`src/rtl/vrc_pkg.sv`:
```
package vrc_pkg;
  localparam int NUM_BANKS = 2;
  localparam int REG_W     = 32;
  localparam int ADDR_W    = 8;
  localparam int GATE_BIT  = 12;
  localparam int PEND_BIT  = 5;

  localparam logic [ADDR_W-1:0] GCTL_OFF = 8'hA0;
  localparam logic [ADDR_W-1:0] MISC_OFF = 8'hB0;

  typedef enum logic [1:0] {K_START, K_STOP, K_ISTS, K_IEN} reg_kind_e;

  typedef struct packed {
    logic start;
    logic stop;
    logic ists;
    logic ien;
  } bank_we_t;

  function automatic logic [ADDR_W-1:0] bank_off(input int bank, input reg_kind_e kind);
    logic [ADDR_W-1:0] r;
    if (bank == 0) begin
      case (kind)
        K_START: r = 8'h80;
        K_STOP:  r = 8'h84;
        K_ISTS:  r = 8'h98;
        default: r = 8'hA4;
      endcase
    end else begin
      case (kind)
        K_START: r = 8'hB4;
        K_STOP:  r = 8'hB8;
        K_ISTS:  r = 8'hD8;
        default: r = 8'hDC;
      endcase
    end
    return r;
  endfunction
endpackage

```
`src/rtl/vrc_decode.sv`:
```
module vrc_decode
  import vrc_pkg::*;
#(
  parameter int NV = 32
) (
  input  logic                           we_i,
  input  logic [ADDR_W-1:0]              addr_i,
  output bank_we_t [NUM_BANKS-1:0]       bank_we_o,
  output logic                           gctl_we_o,
  input  logic [NUM_BANKS-1:0][NV-1:0]   run_i,
  input  logic [NUM_BANKS-1:0][NV-1:0]   ists_i,
  input  logic [NUM_BANKS-1:0][NV-1:0]   ien_i,
  input  logic [REG_W-1:0]               gctl_i,
  input  logic                           pend_i,
  output logic [REG_W-1:0]               rdata_o
);
  always_comb begin
    bank_we_o = '0;
    gctl_we_o = we_i && (addr_i == GCTL_OFF);
    rdata_o   = '0;
    if (addr_i == GCTL_OFF) rdata_o = gctl_i;
    if (addr_i == MISC_OFF) rdata_o[PEND_BIT] = pend_i;
    for (int b = 0; b < NUM_BANKS; b++) begin
      if (addr_i == bank_off(b, K_START)) begin
        bank_we_o[b].start = we_i;
        rdata_o = REG_W'(run_i[b]);
      end
      if (addr_i == bank_off(b, K_STOP)) begin
        bank_we_o[b].stop = we_i;
      end
      if (addr_i == bank_off(b, K_ISTS)) begin
        bank_we_o[b].ists = we_i;
        rdata_o = REG_W'(ists_i[b]);
      end
      if (addr_i == bank_off(b, K_IEN)) begin
        bank_we_o[b].ien = we_i;
        rdata_o = REG_W'(ien_i[b]);
      end
    end
  end
endmodule

```
`src/rtl/vrc_bank.sv`:
```
module vrc_bank
  import vrc_pkg::*;
#(
  parameter int NV = 32
) (
  input  logic          clk_i,
  input  logic          rst_ni,
  input  bank_we_t      we_i,
  input  logic [NV-1:0] wdata_i,
  input  logic [NV-1:0] end_evt_i,
  output logic [NV-1:0] run_o,
  output logic [NV-1:0] ists_o,
  output logic [NV-1:0] ien_o,
  output logic          pend_o
);
  logic [NV-1:0] run_q, ists_q, ien_q;
  logic [NV-1:0] set_m, clr_m, iclr_m;

  assign set_m  = we_i.start ? wdata_i : '0;
  assign clr_m  = we_i.stop  ? wdata_i : '0;
  assign iclr_m = we_i.ists  ? wdata_i : '0;

  always_ff @(posedge clk_i or negedge rst_ni) begin
    if (!rst_ni) begin
      run_q  <= '0;
      ists_q <= '0;
      ien_q  <= '0;
    end else begin
      run_q  <= (run_q | set_m) & ~clr_m;
      // enabled event wins over a same-cycle clear
      ists_q <= (ists_q & ~iclr_m) | (end_evt_i & ien_q);
      if (we_i.ien) ien_q <= wdata_i;
    end
  end

  assign run_o  = run_q;
  assign ists_o = ists_q;
  assign ien_o  = ien_q;
  assign pend_o = |(ists_q & ien_q);

  assert_start_sets_R2: assert property (@(posedge clk_i) disable iff (!rst_ni)
    we_i.start |=> ((run_q & $past(wdata_i)) == $past(wdata_i)));
  assert_stop_clears_R3: assert property (@(posedge clk_i) disable iff (!rst_ni)
    we_i.stop |=> ((run_q & $past(wdata_i)) == '0));
  assert_set_needs_en_R4: assert property (@(posedge clk_i) disable iff (!rst_ni)
    ((ists_q & ~$past(ists_q)) & ~$past(end_evt_i & ien_q)) == '0);
  assert_evt_wins_R6: assert property (@(posedge clk_i) disable iff (!rst_ni)
    (~ists_q & $past(end_evt_i & ien_q)) == '0);
endmodule

```
`src/rtl/vrc_irq_sum.sv`:
```
module vrc_irq_sum
  import vrc_pkg::*;
(
  input  logic [NUM_BANKS-1:0] pend_i,
  input  logic                 gate_i,
  output logic                 irq_o
);
  assign irq_o = gate_i & (|pend_i);
endmodule

```
`src/rtl/voice_run_irq_ctrl.sv`:
```
module voice_run_irq_ctrl
  import vrc_pkg::*;
#(
  parameter int NV = 32
) (
  input  logic              clk_i,
  input  logic              rst_ni,
  input  logic              reg_we_i,
  input  logic [7:0]        reg_addr_i,
  input  logic [31:0]       reg_wdata_i,
  output logic [31:0]       reg_rdata_o,
  input  logic [NV-1:0]     end_evt_a_i,
  input  logic [NV-1:0]     end_evt_b_i,
  output logic [NV-1:0]     run_a_o,
  output logic [NV-1:0]     run_b_o,
  output logic              irq_o
);
  bank_we_t [NUM_BANKS-1:0]     bank_we;
  logic [NUM_BANKS-1:0][NV-1:0] run, ists, ien, evt;
  logic [NUM_BANKS-1:0]         pend;
  logic [REG_W-1:0]             gctl_q;
  logic                         gctl_we;

  assign evt[0] = end_evt_a_i;
  assign evt[1] = end_evt_b_i;

  vrc_decode #(.NV(NV)) u_dec (
    .we_i(reg_we_i), .addr_i(reg_addr_i), .bank_we_o(bank_we), .gctl_we_o(gctl_we),
    .run_i(run), .ists_i(ists), .ien_i(ien), .gctl_i(gctl_q), .pend_i(irq_o),
    .rdata_o(reg_rdata_o)
  );

  for (genvar b = 0; b < NUM_BANKS; b++) begin : g_bank
    vrc_bank #(.NV(NV)) u_bank (
      .clk_i(clk_i), .rst_ni(rst_ni), .we_i(bank_we[b]), .wdata_i(reg_wdata_i[NV-1:0]),
      .end_evt_i(evt[b]), .run_o(run[b]), .ists_o(ists[b]), .ien_o(ien[b]),
      .pend_o(pend[b])
    );
  end

  always_ff @(posedge clk_i or negedge rst_ni) begin
    if (!rst_ni)      gctl_q <= '0;
    else if (gctl_we) gctl_q <= reg_wdata_i;
  end

  vrc_irq_sum u_sum (.pend_i(pend), .gate_i(gctl_q[GATE_BIT]), .irq_o(irq_o));

  assign run_a_o = run[0];
  assign run_b_o = run[1];

  assert_irq_gated_R7: assert property (@(posedge clk_i) disable iff (!rst_ni)
    irq_o |-> gctl_q[GATE_BIT]);
  assert_irq_needs_pend_R7: assert property (@(posedge clk_i) disable iff (!rst_ni)
    irq_o |-> ((ists[0] & ien[0]) != '0 || (ists[1] & ien[1]) != '0));
  assert_misc_bit_R8: assert property (@(posedge clk_i) disable iff (!rst_ni)
    (reg_addr_i == MISC_OFF) |-> (reg_rdata_o == (32'(irq_o) << PEND_BIT)));
endmodule

```
`config.mk`:
```
export PLATFORM = sky130hd
export DESIGN_NAME = voice_run_irq_ctrl
export DESIGN_NICKNAME = d
export VERILOG_FILES = /design/src/rtl/vrc_pkg.sv /design/src/rtl/vrc_decode.sv /design/src/rtl/vrc_bank.sv /design/src/rtl/vrc_irq_sum.sv /design/src/rtl/voice_run_irq_ctrl.sv
export SDC_FILE = /design/constraint.sdc
export NUM_CORES = 1
export LEC_CHECK = 0
export BUFFER_PORTS_ARGS = -buffer_cell sky130_fd_sc_hd__buf_2
export CAP_MARGIN = 20
export CORE_MARGIN = 2
export CORE_UTILIZATION = 35
export CTS_CLUSTER_DIAMETER = 150
export CTS_CLUSTER_SIZE = 8
export DETAILED_ROUTE_END_ITERATION = 12
export PLACE_DENSITY = 0.62
export SLEW_MARGIN = 10
export SYNTH_ARGS = -nofsm -noshare
export SYNTH_HDL_FRONTEND = slang
export SYNTH_HIERARCHICAL = 1
export SYNTH_SLANG_ARGS = --single-unit
```
`constraint.sdc`:
```
create_clock -name clk_i -period 3.6 [get_ports clk_i]
set_input_delay 0.72 -clock clk_i [delete_from_list [all_inputs] [get_ports clk_i]]
set_output_delay 0.72 -clock clk_i [all_outputs]
set_load 0.1 [all_outputs]
```
==> results.cfg <==
[detailed_routing]
drc = 0
viasPerCell = 5.96
wirelength_um = 41000
avgRoutedWirePerCell_um = 25.9
ant_nets = 0
dr.pass1.iters = 5
vias = 9440
first_iter_violations = 914

[cells_and_area]
fillers = 2907
nNetsFinal = 1287
fin_cells = 1583
area_growth_pct = 29.1
drive_gt1_share_pct = 40.5
multiInputGateArea_um2 = 5430
seqCellArea_um2 = 5610

[timing]
skew_ns = 0.00634
period_share_pct = 104
setup_viol = 1
fmax_mhz = 268
relSlewSlack_pct = 51.3
rsz0062_at_grt = yes
finalMaxSlewViolations = 0
tightest_slew_ns = 0.730
fin_crit_ns = 3.73
finalWorstSetupSlack_ns = -0.130
hold_violations = 0

[synthesis]
ys.flop_type = dfrtp_1
ys_async_sr_fraction_pct = 100
netlist_area_um2 = 11200
yosys.area.top_type = dfrtp_1
synth_edf_count = 0
ys_ff_latch = 224
synth_area_leaders = dfrtp_1, a22o_1, mux2_2, a21oi_1, mux2_4
yosysMostFrequentCell = dfrtp_1
netlist.area_leader.share_pct = 50.1
netlist_top_cells_count = dfrtp_1, a21oi_1, nand2_1
synth_cells = 954
syn_avg_cell_area_um2 = 11.7
yosysSeqAreaShare_pct = 50.1
ys_types = 54
yosysWarnings = 6
synth_nets = 1061

[setup_path]
cp_max_fo = 3
r2r_slack_ns = 2.66
end_kind = output pin
rr_startpoint = g_bank[0].u_bank/ien_o[22]
critPathKind = reg -> out
r2r-end = g_bank[0].u_bank/ien_o[22]
worst_setup_path_start_kind = flip-flop
required_ns = 2.88
critPathArrivalTime_ns = 3.01
ff2ff_path_depth = 2

[run_status]
violations = setup timing
status = complete, but fails checks

[clock_tree]
cts_buffers = 31
root_buffer = clkbuf_16
clk_pin_slew_ns = 0.05
htreeDepth = 1
cts_tree = built
clk_path_buf_depth = 3
cts_sinks = 224
insertion_delay_ns = 0.55

[pwr]
peakVddDrop_mv = 0.402
power_mw = 7.02
p_per_area_nw_per_um2 = 486
p_leak_nw = 6.67

[flow_run]
max-cap-violations = 0

[place]
dp_hpwl_um = 27500
gp_congestion = 0.837
dp_cells = 1527
portBuffers = 203

[min_path]
hold_class = in -> async

[die]
io-pin-count = 204
initial_utilization_pct = 35.5
dieArea_um2 = 33400
core_um2 = 31500
row_count = 65
die_h_um = 183
dieWidth_um = 183

[global_route]
grt_max_degree = 95
grt_pass1_vias = 9497
grt_overflow = 0
antenna_found_initial = 3
grt_first_pass_wirelength_um = 61000
grtUsageTotal_pct = 24.3
-- stage by stage --
step | utilization (%) | hold WS [ns] | cell area, µm² | setup TNS, ns | setup WS (ns)
3_5_place_dp | 42.5 | 0.494 | 13400 | 0 | 0.265
5_1_grt | 45.9 | 0.130 | 14400 | -0.214 | -0.214
2_1_floorplan | - | 0.424 | 11300 | 0 | 0.0891
3_3_place_gp | 42.5 | 0.490 | 13400 | 0 | 0.296
6_report | 45.9 | 0.0875 | 14400 | -0.130 | -0.130
4_1_cts | 45.8 | 0.121 | 14400 | -0.0989 | -0.0989
-- worst max-delay path by stage --
stage	start	end	cells past startpoint
2_1_floorplan	reg_addr_i[3]	reg_rdata_o[28]	6
6_report	g_bank[1].u_bank/ists_o[20]	reg_rdata_o[5]	8
4_1_cts	g_bank[1].u_bank/ien_o[13]	reg_rdata_o[5]	8
3_5_place_dp	reg_addr_i[1]	reg_rdata_o[8]	7
3_3_place_gp	reg_addr_i[1]	reg_rdata_o[8]	7
5_1_grt	g_bank[1].u_bank/ien_o[26]	reg_rdata_o[5]	8
-- kinds of logic (layout without fill, tap and decap cells) --
group	Yosys count	after routing	share of synthesized area, %
buf+inv	69	294	3.41
other cells	0	2	0
flops	224	224	50.1
simple gates	177	177	8.73
mux	129	129	13.6
compound gates	355	355	24.1
-- worst max-delay path, stage by stage, from the launching register on --
cell and delay [ns]:
dfrtp_1 0.40, a22oi_2 0.25, nand4_1 0.16, or4_1 0.54, o21a_1 0.25, a222oi_1 0.34
o221a_2 0.27, a21oi_2 0.05, buf_12 0.19
-- per-layer routing --
| layer | wire (µm) | share of wire (%) | GRT usage [%] | up-vias |
|---|---|---|---|---|
| li1 | - | - | - | 4122 |
| met1 | 18100 | 44 | 33.9 | 4848 |
| met2 | 18800 | 46 | 38.2 | 400 |
| met3 | 3020 | 7.4 | 5.30 | 70 |
| met4 | 1040 | 2.5 | 7.00 | 0 |
| met5 | 0 | 0 | 0 | - |
-- power breakdown --
group,switching (mW),internal (mW)
registers,0.373,2.88
logic,0.730,0.507
clock network,1.04,1.49
-- area by class of cell --
type,count,share of cell area (%)
Antenna cell,2,0.0347
Clock buffer,31,5.37
Timing Repair Buffer,261,14.6
Sequential cell,224,38.9
Multi-Input combinational cell,661,37.6
Inverter,1,0.0260
Tap cell,402,3.48
Clock inverter,1,0.0607
-- layout by cell type (no fill, tap or decap), types with 5 or more instances in the layout --
master       n
dfrtp_1    221
buf_2      170
a21oi_1    128
nand2_1     93
a22o_1      88
mux2_2      62
buf_4       45
buf_12      45
mux2i_1     33
clkbuf_16   31
mux2_4      30
o21ai_0     30
nor2b_1     27
o221ai_2    26
a22oi_2     22
a221oi_2    18
a221oi_1    13
a22oi_1     10
nand4_1      9
nand2b_1     6
nand3b_1     5
nor3_1       5
-- timing repair --
| action | in CTS | in global routing |
|---|---|---|
| pin swaps | 19 | 11 |
| hold buffers | 0 | 0 |
| setup endpoints to repair | 1 | 1 |
| setup buffers | 19 | 3 |
| gates resized for setup | 20 | 1 |
-- registers in the layout (all words and copies together), names as in the netlist --
signal	count
g_bank.u_bank/run_o	64
g_bank.u_bank/ien_o	64
g_bank.u_bank/ists_o	64
gctl_q	32
(Power assumes the default switching activity.)
